`config.mk`:
```
export PLATFORM = sky130hd
export DESIGN_NAME = xmt_timer
export DESIGN_NICKNAME = d
export VERILOG_FILES = /design/src/rtl/xmt_pkg.sv /design/src/rtl/xmt_tick_sel.sv /design/src/rtl/xmt_channel.sv /design/src/rtl/xmt_status.sv /design/src/rtl/xmt_timer.sv
export SDC_FILE = /design/constraint.sdc
export NUM_CORES = 2
export LEC_CHECK = 0
export BUFFER_PORTS_ARGS = -buffer_cell sky130_fd_sc_hd__buf_2
export CORE_MARGIN = 2
export CORE_UTILIZATION = 47
export CTS_BUF_LIST = sky130_fd_sc_hd__clkbuf_8
export CTS_CLUSTER_SIZE = 16
export DETAILED_ROUTE_END_ITERATION = 12
export PLACE_DENSITY = 0.61
export SETUP_SLACK_MARGIN = 0.05
export SYNTH_ARGS = -nofsm -noshare
export SYNTH_HDL_FRONTEND = slang
export SYNTH_HIERARCHICAL = 1
export SYNTH_SLANG_ARGS = --single-unit
```
`constraint.sdc`:
```
create_clock -name clk -period 4.9 [get_ports clk]
set_input_delay 0.245 -clock clk [delete_from_list [all_inputs] [get_ports clk]]
set_output_delay 0.245 -clock clk [all_outputs]
set_load 0.02 [all_outputs]
```
`src/rtl/xmt_pkg.sv`:
```
package xmt_pkg;
  localparam int NCH = 8;
  localparam int CW  = 32;
  localparam int DW  = 32;
  localparam int AW  = 8;
  localparam int NTK = 5;
  localparam int CTLW = 10;
  localparam int STAT_LSB = 4;

  localparam logic [AW-1:0] A_SNAP = 8'h20;
  localparam logic [AW-1:0] A_STAT = 8'h24;
  localparam logic [AW-1:0] A_IEN  = 8'h28;
  localparam logic [2:0] WIN_CNT = 3'b010;
  localparam logic [2:0] WIN_MAT = 3'b100;
  localparam logic [2:0] WIN_CTL = 3'b110;

  typedef struct packed {
    logic       snap_en;
    logic       force_off;
    logic       own_cnt;
    logic       periodic;
    logic [1:0] spare;
    logic       zero_on_hit;
    logic [2:0] clk_sel;
  } xmt_ctrl_t;

  // local channel index 0..7 stands for channel 4..11
  function automatic int leader_of(input int ch);
    if (ch < 4) return 0;
    else if (ch < 6) return 4;
    else return 6;
  endfunction

  function automatic logic is_leader(input int ch);
    return (ch == 0) || (ch == 4) || (ch == 6);
  endfunction

  function automatic logic [CTLW-1:0] ctl_mask(input int ch);
    return (ch < 4) ? 10'h0FF : 10'h3FF;
  endfunction

  function automatic logic pick_tick(input logic [2:0] sel, input logic [NTK-1:0] tk);
    case (sel)
      3'd1: return tk[0];
      3'd2: return tk[1];
      3'd3: return tk[2];
      3'd4: return tk[3];
      3'd5: return tk[4];
      default: return 1'b0;
    endcase
  endfunction

  function automatic logic runs(input int ch, input xmt_ctrl_t c);
    return (c.own_cnt || is_leader(ch)) && !((ch >= 4) && c.force_off);
  endfunction

  function automatic logic lands_on(input logic [CW-1:0] cnt, input logic [CW-1:0] mat);
    return CW'(cnt + 1'b1) == mat;
  endfunction
endpackage

```
`src/rtl/xmt_tick_sel.sv`:
```
module xmt_tick_sel
  import xmt_pkg::*;
#(
  parameter int CH = 0
) (
  input  xmt_ctrl_t      ctl_i,
  input  logic [NTK-1:0] tick_i,
  output logic           tick_o
);
  always_comb tick_o = runs(CH, ctl_i) && pick_tick(ctl_i.clk_sel, tick_i);
endmodule

```
`src/rtl/xmt_channel.sv`:
```
module xmt_channel
  import xmt_pkg::*;
#(
  parameter int CH = 0
) (
  input  logic           clk,
  input  logic           rst_n,
  input  logic [NTK-1:0] tick_i,
  input  logic           cnt_we_i,
  input  logic           mat_we_i,
  input  logic           ctl_we_i,
  input  logic [DW-1:0]  wdata_i,
  input  logic [CW-1:0]  cmp_cnt_i,
  input  logic           cmp_tick_i,
  output logic [CW-1:0]  cnt_o,
  output logic [CW-1:0]  mat_o,
  output xmt_ctrl_t      ctl_o,
  output logic           own_tick_o,
  output logic           hit_o,
  output logic           armed_o
);
  xmt_tick_sel #(.CH(CH)) u_sel (
    .ctl_i  (ctl_o),
    .tick_i (tick_i),
    .tick_o (own_tick_o)
  );

  always_comb hit_o = armed_o && cmp_tick_i && lands_on(cmp_cnt_i, mat_o);

  always_ff @(posedge clk or negedge rst_n) begin
    if (!rst_n) begin
      cnt_o   <= '0;
      mat_o   <= '0;
      ctl_o   <= '0;
      armed_o <= 1'b1;
    end else begin
      if (cnt_we_i)                      cnt_o <= wdata_i[CW-1:0];
      else if (hit_o && ctl_o.zero_on_hit) cnt_o <= '0;
      else if (own_tick_o)               cnt_o <= cnt_o + 1'b1;

      if (mat_we_i) mat_o <= wdata_i[CW-1:0];
      if (ctl_we_i) ctl_o <= xmt_ctrl_t'(wdata_i[CTLW-1:0] & ctl_mask(CH));

      if (ctl_we_i || mat_we_i)          armed_o <= 1'b1;
      else if (hit_o && !ctl_o.periodic) armed_o <= 1'b0;
    end
  end
endmodule

```
`src/rtl/xmt_status.sv`:
```
module xmt_status
  import xmt_pkg::*;
(
  input  logic           clk,
  input  logic           rst_n,
  input  logic           stat_we_i,
  input  logic           ien_we_i,
  input  logic [NCH-1:0] wbits_i,
  input  logic [NCH-1:0] hit_i,
  output logic [NCH-1:0] stat_o,
  output logic [NCH-1:0] ien_o,
  output logic           irq_o
);
  logic [NCH-1:0] clr;
  always_comb clr = stat_we_i ? (wbits_i & stat_o) : '0;

  always_ff @(posedge clk or negedge rst_n) begin
    if (!rst_n) begin
      stat_o <= '0;
      ien_o  <= '0;
    end else begin
      stat_o <= (stat_o & ~clr) | (hit_i & ien_o);
      if (ien_we_i) ien_o <= wbits_i;
    end
  end

  always_comb irq_o = |stat_o;
endmodule

```
`src/rtl/xmt_timer.sv`:
```
module xmt_timer
  import xmt_pkg::*;
(
  input  logic           clk,
  input  logic           rst_n,
  input  logic [4:0]     tick_i,
  input  logic           wr_en_i,
  input  logic           rd_en_i,
  input  logic [7:0]     addr_i,
  input  logic [31:0]    wdata_i,
  output logic [31:0]    rdata_o,
  output logic           irq_o
);
  localparam int IW = $clog2(NCH);

  logic [CW-1:0]  cnt [NCH];
  logic [CW-1:0]  mat [NCH];
  xmt_ctrl_t      ctl [NCH];
  logic [NCH-1:0] own_tick, ch_hit, ch_armed, ch_periodic, ch_rearm;
  logic [NCH-1:0] cnt_we, mat_we, ctl_we;
  logic [NCH-1:0] stat, ien;
  logic [CW-1:0]  snap;

  logic [2:0]    win;
  logic [IW-1:0] idx;
  logic          aligned;
  always_comb begin
    win     = addr_i[7:5];
    idx     = addr_i[2 +: IW];
    aligned = (addr_i[1:0] == 2'b00);
  end

  for (genvar g = 0; g < NCH; g++) begin : g_ch
    localparam int LEAD = leader_of(g);
    logic          sel_here;
    logic [CW-1:0] cmp_cnt;
    logic          cmp_tick;

    always_comb begin
      sel_here   = aligned && (idx == IW'(g));
      cnt_we[g]  = wr_en_i && sel_here && (win == WIN_CNT);
      mat_we[g]  = wr_en_i && sel_here && (win == WIN_MAT);
      ctl_we[g]  = wr_en_i && sel_here && (win == WIN_CTL);
      cmp_cnt    = ctl[g].own_cnt ? cnt[g] : cnt[LEAD];
      cmp_tick   = ctl[g].own_cnt ? own_tick[g] : own_tick[LEAD];
      ch_periodic[g] = ctl[g].periodic;
      ch_rearm[g]    = mat_we[g] || ctl_we[g];
    end

    xmt_channel #(.CH(g)) u_ch (
      .clk        (clk),
      .rst_n      (rst_n),
      .tick_i     (tick_i),
      .cnt_we_i   (cnt_we[g]),
      .mat_we_i   (mat_we[g]),
      .ctl_we_i   (ctl_we[g]),
      .wdata_i    (wdata_i),
      .cmp_cnt_i  (cmp_cnt),
      .cmp_tick_i (cmp_tick),
      .cnt_o      (cnt[g]),
      .mat_o      (mat[g]),
      .ctl_o      (ctl[g]),
      .own_tick_o (own_tick[g]),
      .hit_o      (ch_hit[g]),
      .armed_o    (ch_armed[g])
    );
  end

  xmt_status u_stat (
    .clk       (clk),
    .rst_n     (rst_n),
    .stat_we_i (wr_en_i && (addr_i == A_STAT)),
    .ien_we_i  (wr_en_i && (addr_i == A_IEN)),
    .wbits_i   (wdata_i[STAT_LSB +: NCH]),
    .hit_i     (ch_hit),
    .stat_o    (stat),
    .ien_o     (ien),
    .irq_o     (irq_o)
  );

  // snapshot: reading counter 9 grabs counter 8, counter 11 grabs counter 10
  logic cap_lo, cap_hi;
  always_comb begin
    cap_lo = rd_en_i && aligned && (win == WIN_CNT) && (idx == IW'(5)) && ctl[5].snap_en;
    cap_hi = rd_en_i && aligned && (win == WIN_CNT) && (idx == IW'(7)) && ctl[7].snap_en;
  end

  always_ff @(posedge clk or negedge rst_n) begin
    if (!rst_n)      snap <= '0;
    else if (cap_lo) snap <= cnt[4];
    else if (cap_hi) snap <= cnt[6];
  end

  always_comb begin
    rdata_o = '0;
    if (addr_i == A_SNAP)      rdata_o = DW'(snap);
    else if (addr_i == A_STAT) rdata_o[STAT_LSB +: NCH] = stat;
    else if (addr_i == A_IEN)  rdata_o[STAT_LSB +: NCH] = ien;
    else if (aligned) begin
      case (win)
        WIN_CNT: rdata_o = DW'(cnt[idx]);
        WIN_MAT: rdata_o = DW'(mat[idx]);
        WIN_CTL: rdata_o = DW'(ctl[idx]);
        default: rdata_o = '0;
      endcase
    end
  end
endmodule

```
# --- Word-level counts from Yosys, hierarchy flattened ---
# Index checks and enable logic that the tools add are counted.
totals:
  reg_bits: 640
  inputBits: 49
  out_inout_bits: 33
op_classes:
  add_sub_neg: 13
  n_lt_le_gt_ge: 1
  n_eq_ne: 61
  mux: 79
  bitwise: 6
  reduce_logical: 129
ops:
  columns: ["operator", "count"]
  rows:
  - ["$mux W32", 37]
  - ["$add A32 B1 Y32 const B", 13]
  - ["$eq A32 B32 Y1", 8]
  - ["$bmux W32 S3", 2]
  - ["$pmux W32 S3", 1]
  - ["$logic_and A1 B1 Y1", 89]
  - ["$eq A3 B3 Y1 const B", 22]
  - ["$eq A3 B2 Y1 const B", 19]
  - ["$mux W20", 2]
  - ["$pmux W1 S5", 8]
  - ["$bmux W10 S3", 1]
  - ["$eq A3 B1 Y1 const B", 9]
  - ["$and A8 B8 Y8", 3]
  - ["$eq A8 B6 Y1 const B", 3]
  - ["$mux W8", 3]
  - ["$reduce_bool A3 Y1", 8]
  - ["$mux W1", 21]
  - ["$mux W10", 2]
  - ["$reduce_bool A2 Y1", 9]
  - ["$logic_not A1 Y1", 12]
  - ["$logic_or A1 B1 Y1", 8]
  - ["$mux W4", 2]
  - ["$not A8 Y8", 1]
  - ["$or A8 B8 Y8", 1]
  - ["other kinds (5)", 5]

# --- Longest topological paths before layout ---
logic_depth:
  ltp_word: 9
  ltp_mapped: 16

# --- By module ---
# Netlist, hierarchy kept.
by_module_without_submodules:
  columns: ["mod", "n_inst", "cells_each", "area_each_um2", "seq_area_each_um2"]
  rows:
  - ["xmt_channel (g_ch[4].u_ch ...)", 4, 495, 4845.9, 1878.1]
  - ["xmt_channel (g_ch[0].u_ch ...)", 3, 486, 4591.9, 1828.0]
  - ["xmt_timer", 1, 873, 8822.2, 800.8]
  - ["xmt_channel (g_ch[3].u_ch)", 1, 514, 4822.1, 1828.0]
  - ["xmt_status", 1, 45, 653.1, 400.4]
  - ["xmt_tick_sel (g_ch[1].u_ch.u_sel ...)", 3, 7, 53.8, 0.0]
  - ["xmt_tick_sel (g_ch[4].u_ch.u_sel ...)", 2, 7, 62.6, 0.0]
  - ["xmt_tick_sel (g_ch[5].u_ch.u_sel ...)", 2, 7, 51.3, 0.0]
  - ["xmt_tick_sel (g_ch[0].u_ch.u_sel)", 1, 6, 48.8, 0.0]

# --- Least setup slack after synthesis ---
# No wires, ideal clock.
synth_timing:
  path_kind: "register to register"
  start: "register g_ch[3].u_ch/ctl_o[7] in the netlist's numbering"
  end: "register g_ch[3].u_ch.cnt_o[0]"
  t_arrival_ns: 4.044
  required_ns: 4.765
  slack_ns: 0.721
  path_stages_with_launch: 15
  path_buffers: 5
  path_cell_list: "dfrtp_1 clkbuf_1 clkbuf_1 mux2_2 buf_2 nand4_2 or4_4 or4_4 a22oi_2 nand4_1 or4_4 nor4_4 buf_6 buf_2 o31ai_1"
synth_via:
  elab_chain_cells: 7
  elab_cells_between_ends: 11
  classes_between: "add/sub (1); eq/ne (1); mux (4); reduce/logical (5)"
synth_rtl:
  columns: ["element", "line", "rtl"]
  rows:
  - ["from (decl)", "xmt_channel.sv:17", "output xmt_ctrl_t ctl_o,"]
  - ["from (signal assigned)", "xmt_channel.sv:42", "if (ctl_we_i) ctl_o <= xmt_ctrl_t'(wdata_i[CTLW-1:0] & ctl_mask(CH));"]
  - ["$mux W32 *", "xmt_timer.sv:44", "cmp_cnt = ctl[g].own_cnt ? cnt[g] : cnt[LEAD];"]
  - ["named net g_ch[3].cmp_cnt[11]", "xmt_timer.sv:36", "logic [CW-1:0] cmp_cnt;"]
  - ["$add A32 B1 Y32 *", "xmt_pkg.sv:58", "return CW'(cnt + 1'b1) == mat;"]
  - ["$eq A32 B32 Y1 *", "xmt_pkg.sv:58", null]
  - ["$logic_and A1 B1 Y1 *", "xmt_channel.sv:28", "always_comb hit_o = armed_o && cmp_tick_i && lands_on(cmp_cnt_i, mat_o);"]
  - ["$logic_and A1 B1 Y1 *", "xmt_channel.sv:38", "else if (hit_o && ctl_o.zero_on_hit) cnt_o <= '0;"]
  - ["$mux W32", "xmt_channel.sv:38", null]
  - ["$mux W32", "xmt_channel.sv:37", "if (cnt_we_i) cnt_o <= wdata_i[CW-1:0];"]
  - ["to (signal assigned)", "xmt_channel.sv:37", null]
  - ["to (signal assigned)", "xmt_channel.sv:39", "else if (own_tick_o) cnt_o <= cnt_o + 1'b1;"]
  - ["to (decl)", "xmt_channel.sv:15", "output logic [CW-1:0] cnt_o,"]
# The timed path passes the listed nets; every way through them passes the cells marked *.
# A chain may end at the register's enable or synchronous reset.

# --- Final worst setup path ---
layout_timing:
  start: "register g_ch[0].u_ch.cnt_o[0]"
  end: "register u_stat.stat_o[3]"
layout_via:
  elab_chain_cells: 6
layout_rtl:
  columns: ["element", "line", "rtl"]
  rows:
  - ["from (decl)", "xmt_channel.sv:15", null]
  - ["from (signal assigned)", "xmt_channel.sv:37", null]
  - ["from (signal assigned)", "xmt_channel.sv:39", null]
  - ["$mux W32", "xmt_timer.sv:44", null]
  - ["named net g_ch[3].cmp_cnt[0]", "xmt_timer.sv:36", null]
  - ["$add A32 B1 Y32", "xmt_pkg.sv:58", null]
  - ["$eq A32 B32 Y1", "xmt_pkg.sv:58", null]
  - ["$logic_and A1 B1 Y1", "xmt_channel.sv:28", null]
  - ["named net ch_hit[3]", "xmt_timer.sv:19", "logic [NCH-1:0] own_tick, ch_hit, ch_armed, ch_periodic, ch_rearm;"]
  - ["$and A8 B8 Y8", "xmt_status.sv:22", "stat_o <= (stat_o & ~clr) | (hit_i & ien_o);"]
  - ["$or A8 B8 Y8", "xmt_status.sv:22", null]
  - ["to (signal assigned)", "xmt_status.sv:22", null]
  - ["to (decl)", "xmt_status.sv:10", "output logic [NCH-1:0] stat_o,"]
# The timed path passes the listed nets, and every way through them passes these cells.

==> run summary <==
Min cycle time layout = 4.61 ns
Crit start category = flip-flop
DP Area = 0.0500 sq mm
Vias per cell = 6.54
DR WL/cell = 29.1 um
Pre-Repair DR Iteration Count = 6
Detailed placer's ending HPWL = 142000 um
Die Height = 323 um
Uppermost layer routed = met4
Antenna Nets Post-Route = 0
Crit Path Class = reg -> reg
Max-cap violations = 0
RSZ-0062 raised after global routing = false
Number of H-tree levels = 3
Setup slack, reg-to-reg = 0.29 ns
Status = finished clean
CTS Buf Count = 119
Commonest non-fill, non-tap cell in the layout = dfrtp_1
Placed cells = 6233
Setup Total Neg Slack = 0 ns
FILL cells = 9312
Synth-to-Final Area Change = 10.2%
Worst flop-to-flop path startpoint = g_ch[0].u_ch/cnt_o[0]$_DFFE_PN0P_
Placer Congestion = 1.04
Final Cell Area = 0.0528 sq mm
Clk_skew = 0.0436 ns
FP Rows = 117
Clock share of power = 37.6%
Path depth of the worst reg2reg path = 11
Setup violators final = 0
Top FF cell, synth = dfrtp_1
VDD IR max = 0.000205 V
Die width = 323 um
Final worst path period share = 94.1%
Sequential share of power = 41.6%
Worst min path class = in -> async
Worst slew pin tran = 1.25 ns
Port bufs = 81
Fin nets = 5077
Initial antenna violation count = 1
Cells after Synth = 4925
Crit-path max FO = 13
Register area share after synthesis = 33.5%
Largest net degree at the start of global routing = 132
WL final = 189000 um
Via count = 42400
Hold_ws = 0.0505 ns
Cell Pwr Density = 280 mW/mm^2
P_int = 9.79 mW
WL met2 = 80600 um
Core ar. = 0.101 sq mm
Leakage = 21.8 nW
TritonCTS clock tree = done
First-pass GRT wire length = 273000 um
Net Switching = 4.97 mW
DR iter-0 viols = 5501
Clock Path Buffers = 3
Total die area = 0.104 sq mm
Cts repair resizes = 0
Root buffer cell = clkbuf_8
Post-synth EDFFs = 0
Worst R2R End = u_stat/stat_o[3]$_DFF_PN0_
Clock Latency Late Sink = 0.82 ns
Yosys warns = 6
Congestion Overflow GR = 0
Avg Synthesized Cell Area = 9.72 sq um
Met3 WL = 19300 um
Clock transition at path regs = 0.07 ns
CP required = 5.65 ns
Final Hold Fails = 0
Vias in the first global route = 38600
Sw Ratio = 33.7%
CP arrival = 5.36 ns
Fin. max-slew vios = 0
Share of layout cells above drive strength 1 = 24.8%
Combinational power share = 20.8%
Max Freq = 217 MHz
Unique masters post-synth = 101
Ys async rst share = 100%
CP endpoint kind = flip-flop
WL met1 = 82300 um
Starting Density = 47.2%
Drt drc = 0
I/O pin cnt = 82
Commonest cells after routing, fill and taps aside = dfrtp_1, nand2_1, mux2_2
Area occupied by multi-input gates = 0.0304 sq mm
Slew margin rel. = 16.9%
Total GRT Usage = 35.5%
Clk sinks = 640
Non-Filler Instances = 6473
FF+latch area = 0.0160 sq mm
Synthesized flop and latch total = 640
Post-synthesis cell area = 0.0479 sq mm
layout make-up:
cell class                 instances  area share (%)
sequential                       640            30.4
clock buffer                     150            3.91
clock inverter                    63           0.797
multi-input combinational       3953            57.7
antenna                            1         0.00474
tap                             1368            3.24
inverter                          50           0.358
timing repair buffer             248            3.63
sequential cells by signal (all words and copies together), names as in the netlist:
name	flops
snap	32
g_ch.u_ch/cnt_o	256
g_ch.u_ch/ctl_o	72
u_stat/stat_o	8
u_stat/ien_o	8
g_ch.u_ch/armed_o	8
g_ch.u_ch/mat_o	256
logic make-up (layout without fill, tap and decap cells):
| logic type | Yosys count | count (layout) | synth area share, % |
|---|---|---|---|
| AND/OR/NAND/NOR | 1870 | 1870 | 20.9 |
| multiplexers | 783 | 783 | 21.0 |
| AO/OA/AOI/OAI | 741 | 741 | 10.9 |
| flip-flops | 640 | 640 | 33.5 |
| XOR/XNOR | 535 | 535 | 9.78 |
| buffers and inverters | 336 | 511 | 3.44 |
| adder cells (fa/ha/maj) | 16 | 16 | 0.418 |
| other | 4 | 9 | 0.0313 |
timing repair:
item,in CTS,in global routing
hold endpoints to repair,266,0
hold buffers,26,0
setup buffers,0,0
through the flow:
| stage | worst slack [ns] | util (%) | power [mW] |
|---|---|---|---|
| floorplan | 0.721 | - | 7.93 |
| global placement | 0.488 | 49.3 | 9.13 |
| detailed placement | 0.473 | 49.3 | 9.17 |
| CTS | 0.438 | 52.0 | 14.7 |
| global route | 0.0630 | 52.0 | 15.3 |
| finish | 0.290 | 52.0 | 14.8 |
worst max-delay path by stage:
stage / slack [ns] / cells past startpoint / end / start
floorplan: 0.72 / 14 / g_ch[3].u_ch/cnt_o[0]$_DFFE_PN0P_ / g_ch[3].u_ch/ctl_o[7]$_DFFE_PN0P_
global placement: 0.49 / 11 / u_stat/stat_o[3]$_DFF_PN0_ / g_ch[0].u_ch/cnt_o[0]$_DFFE_PN0P_
detailed placement: 0.47 / 11 / u_stat/stat_o[3]$_DFF_PN0_ / g_ch[0].u_ch/cnt_o[0]$_DFFE_PN0P_
CTS: 0.44 / 11 / u_stat/stat_o[3]$_DFF_PN0_ / g_ch[0].u_ch/cnt_o[0]$_DFFE_PN0P_
global route: 0.06 / 11 / u_stat/stat_o[3]$_DFF_PN0_ / g_ch[0].u_ch/cnt_o[0]$_DFFE_PN0P_
finish: 0.29 / 11 / u_stat/stat_o[3]$_DFF_PN0_ / g_ch[0].u_ch/cnt_o[0]$_DFFE_PN0P_
metal layers:
| layer | GRT usage [%] | vias to the layer above |
|---|---|---|
| met1 | 52.1 | 21100 |
| met2 | 51.6 | 2350 |
| li1 | - | 18600 |
| met5 | 0 | - |
| met4 | 12.3 | 0 |
| met3 | 7.49 | 313 |
power by group through the flow:
stage,Sequential [mW],Clock (mW),Combinational (mW)
finish,6.15,5.55,3.07
floorplan,6.00,0,1.94
CTS,6.14,5.63,2.98
global route,6.17,5.86,3.25
global placement,6.22,0,2.91
detailed placement,6.23,0,2.94
cells in the mapped netlist (16+ instances only):
library cell    n  area, sq um
mux2i_1       141         1410
mux2_2        510         5740
and3_1         92          576
mux4_2        122         2750
nor3b_1        26          195
buf_2          60          300
nor4_1         73          457
and4_1         43          377
nor2_1        351         1320
xnor2_1       304         2660
nand4_1       155          970
a22oi_1        18          135
clkbuf_1      162          608
nor3_1        100          500
ha_1           16          200
or3_1          49          307
nand2b_1       35          219
a21oi_1       187          936
a31oi_1        34          213
nand2_1       541         2030
nand4_2        16          200
o21ai_2        28          245
o21ai_0        65          325
nand3_1       189          946
buf_4          24          180
buf_6          23          259
o31ai_1       140         1050
o22ai_1        50          313
inv_1          50          188
or4_1          24          180
xor2_1        231         2020
dfrtp_1       632        15800
nor2_2         34          213
critical path, stage by stage (launching register included):
cell and delay, ns:
dfrtp_1 0.65, mux2_2 0.32, ha_1 0.28, nand4_1 0.30, or4_1 0.79, xor2_1 0.21, nor4b_1 0.31, nor3_1 0.17
or3_1 0.39, nor4_1 0.70, buf_4 0.29, a22o_1 0.14
(Power assumes the default switching activity.)
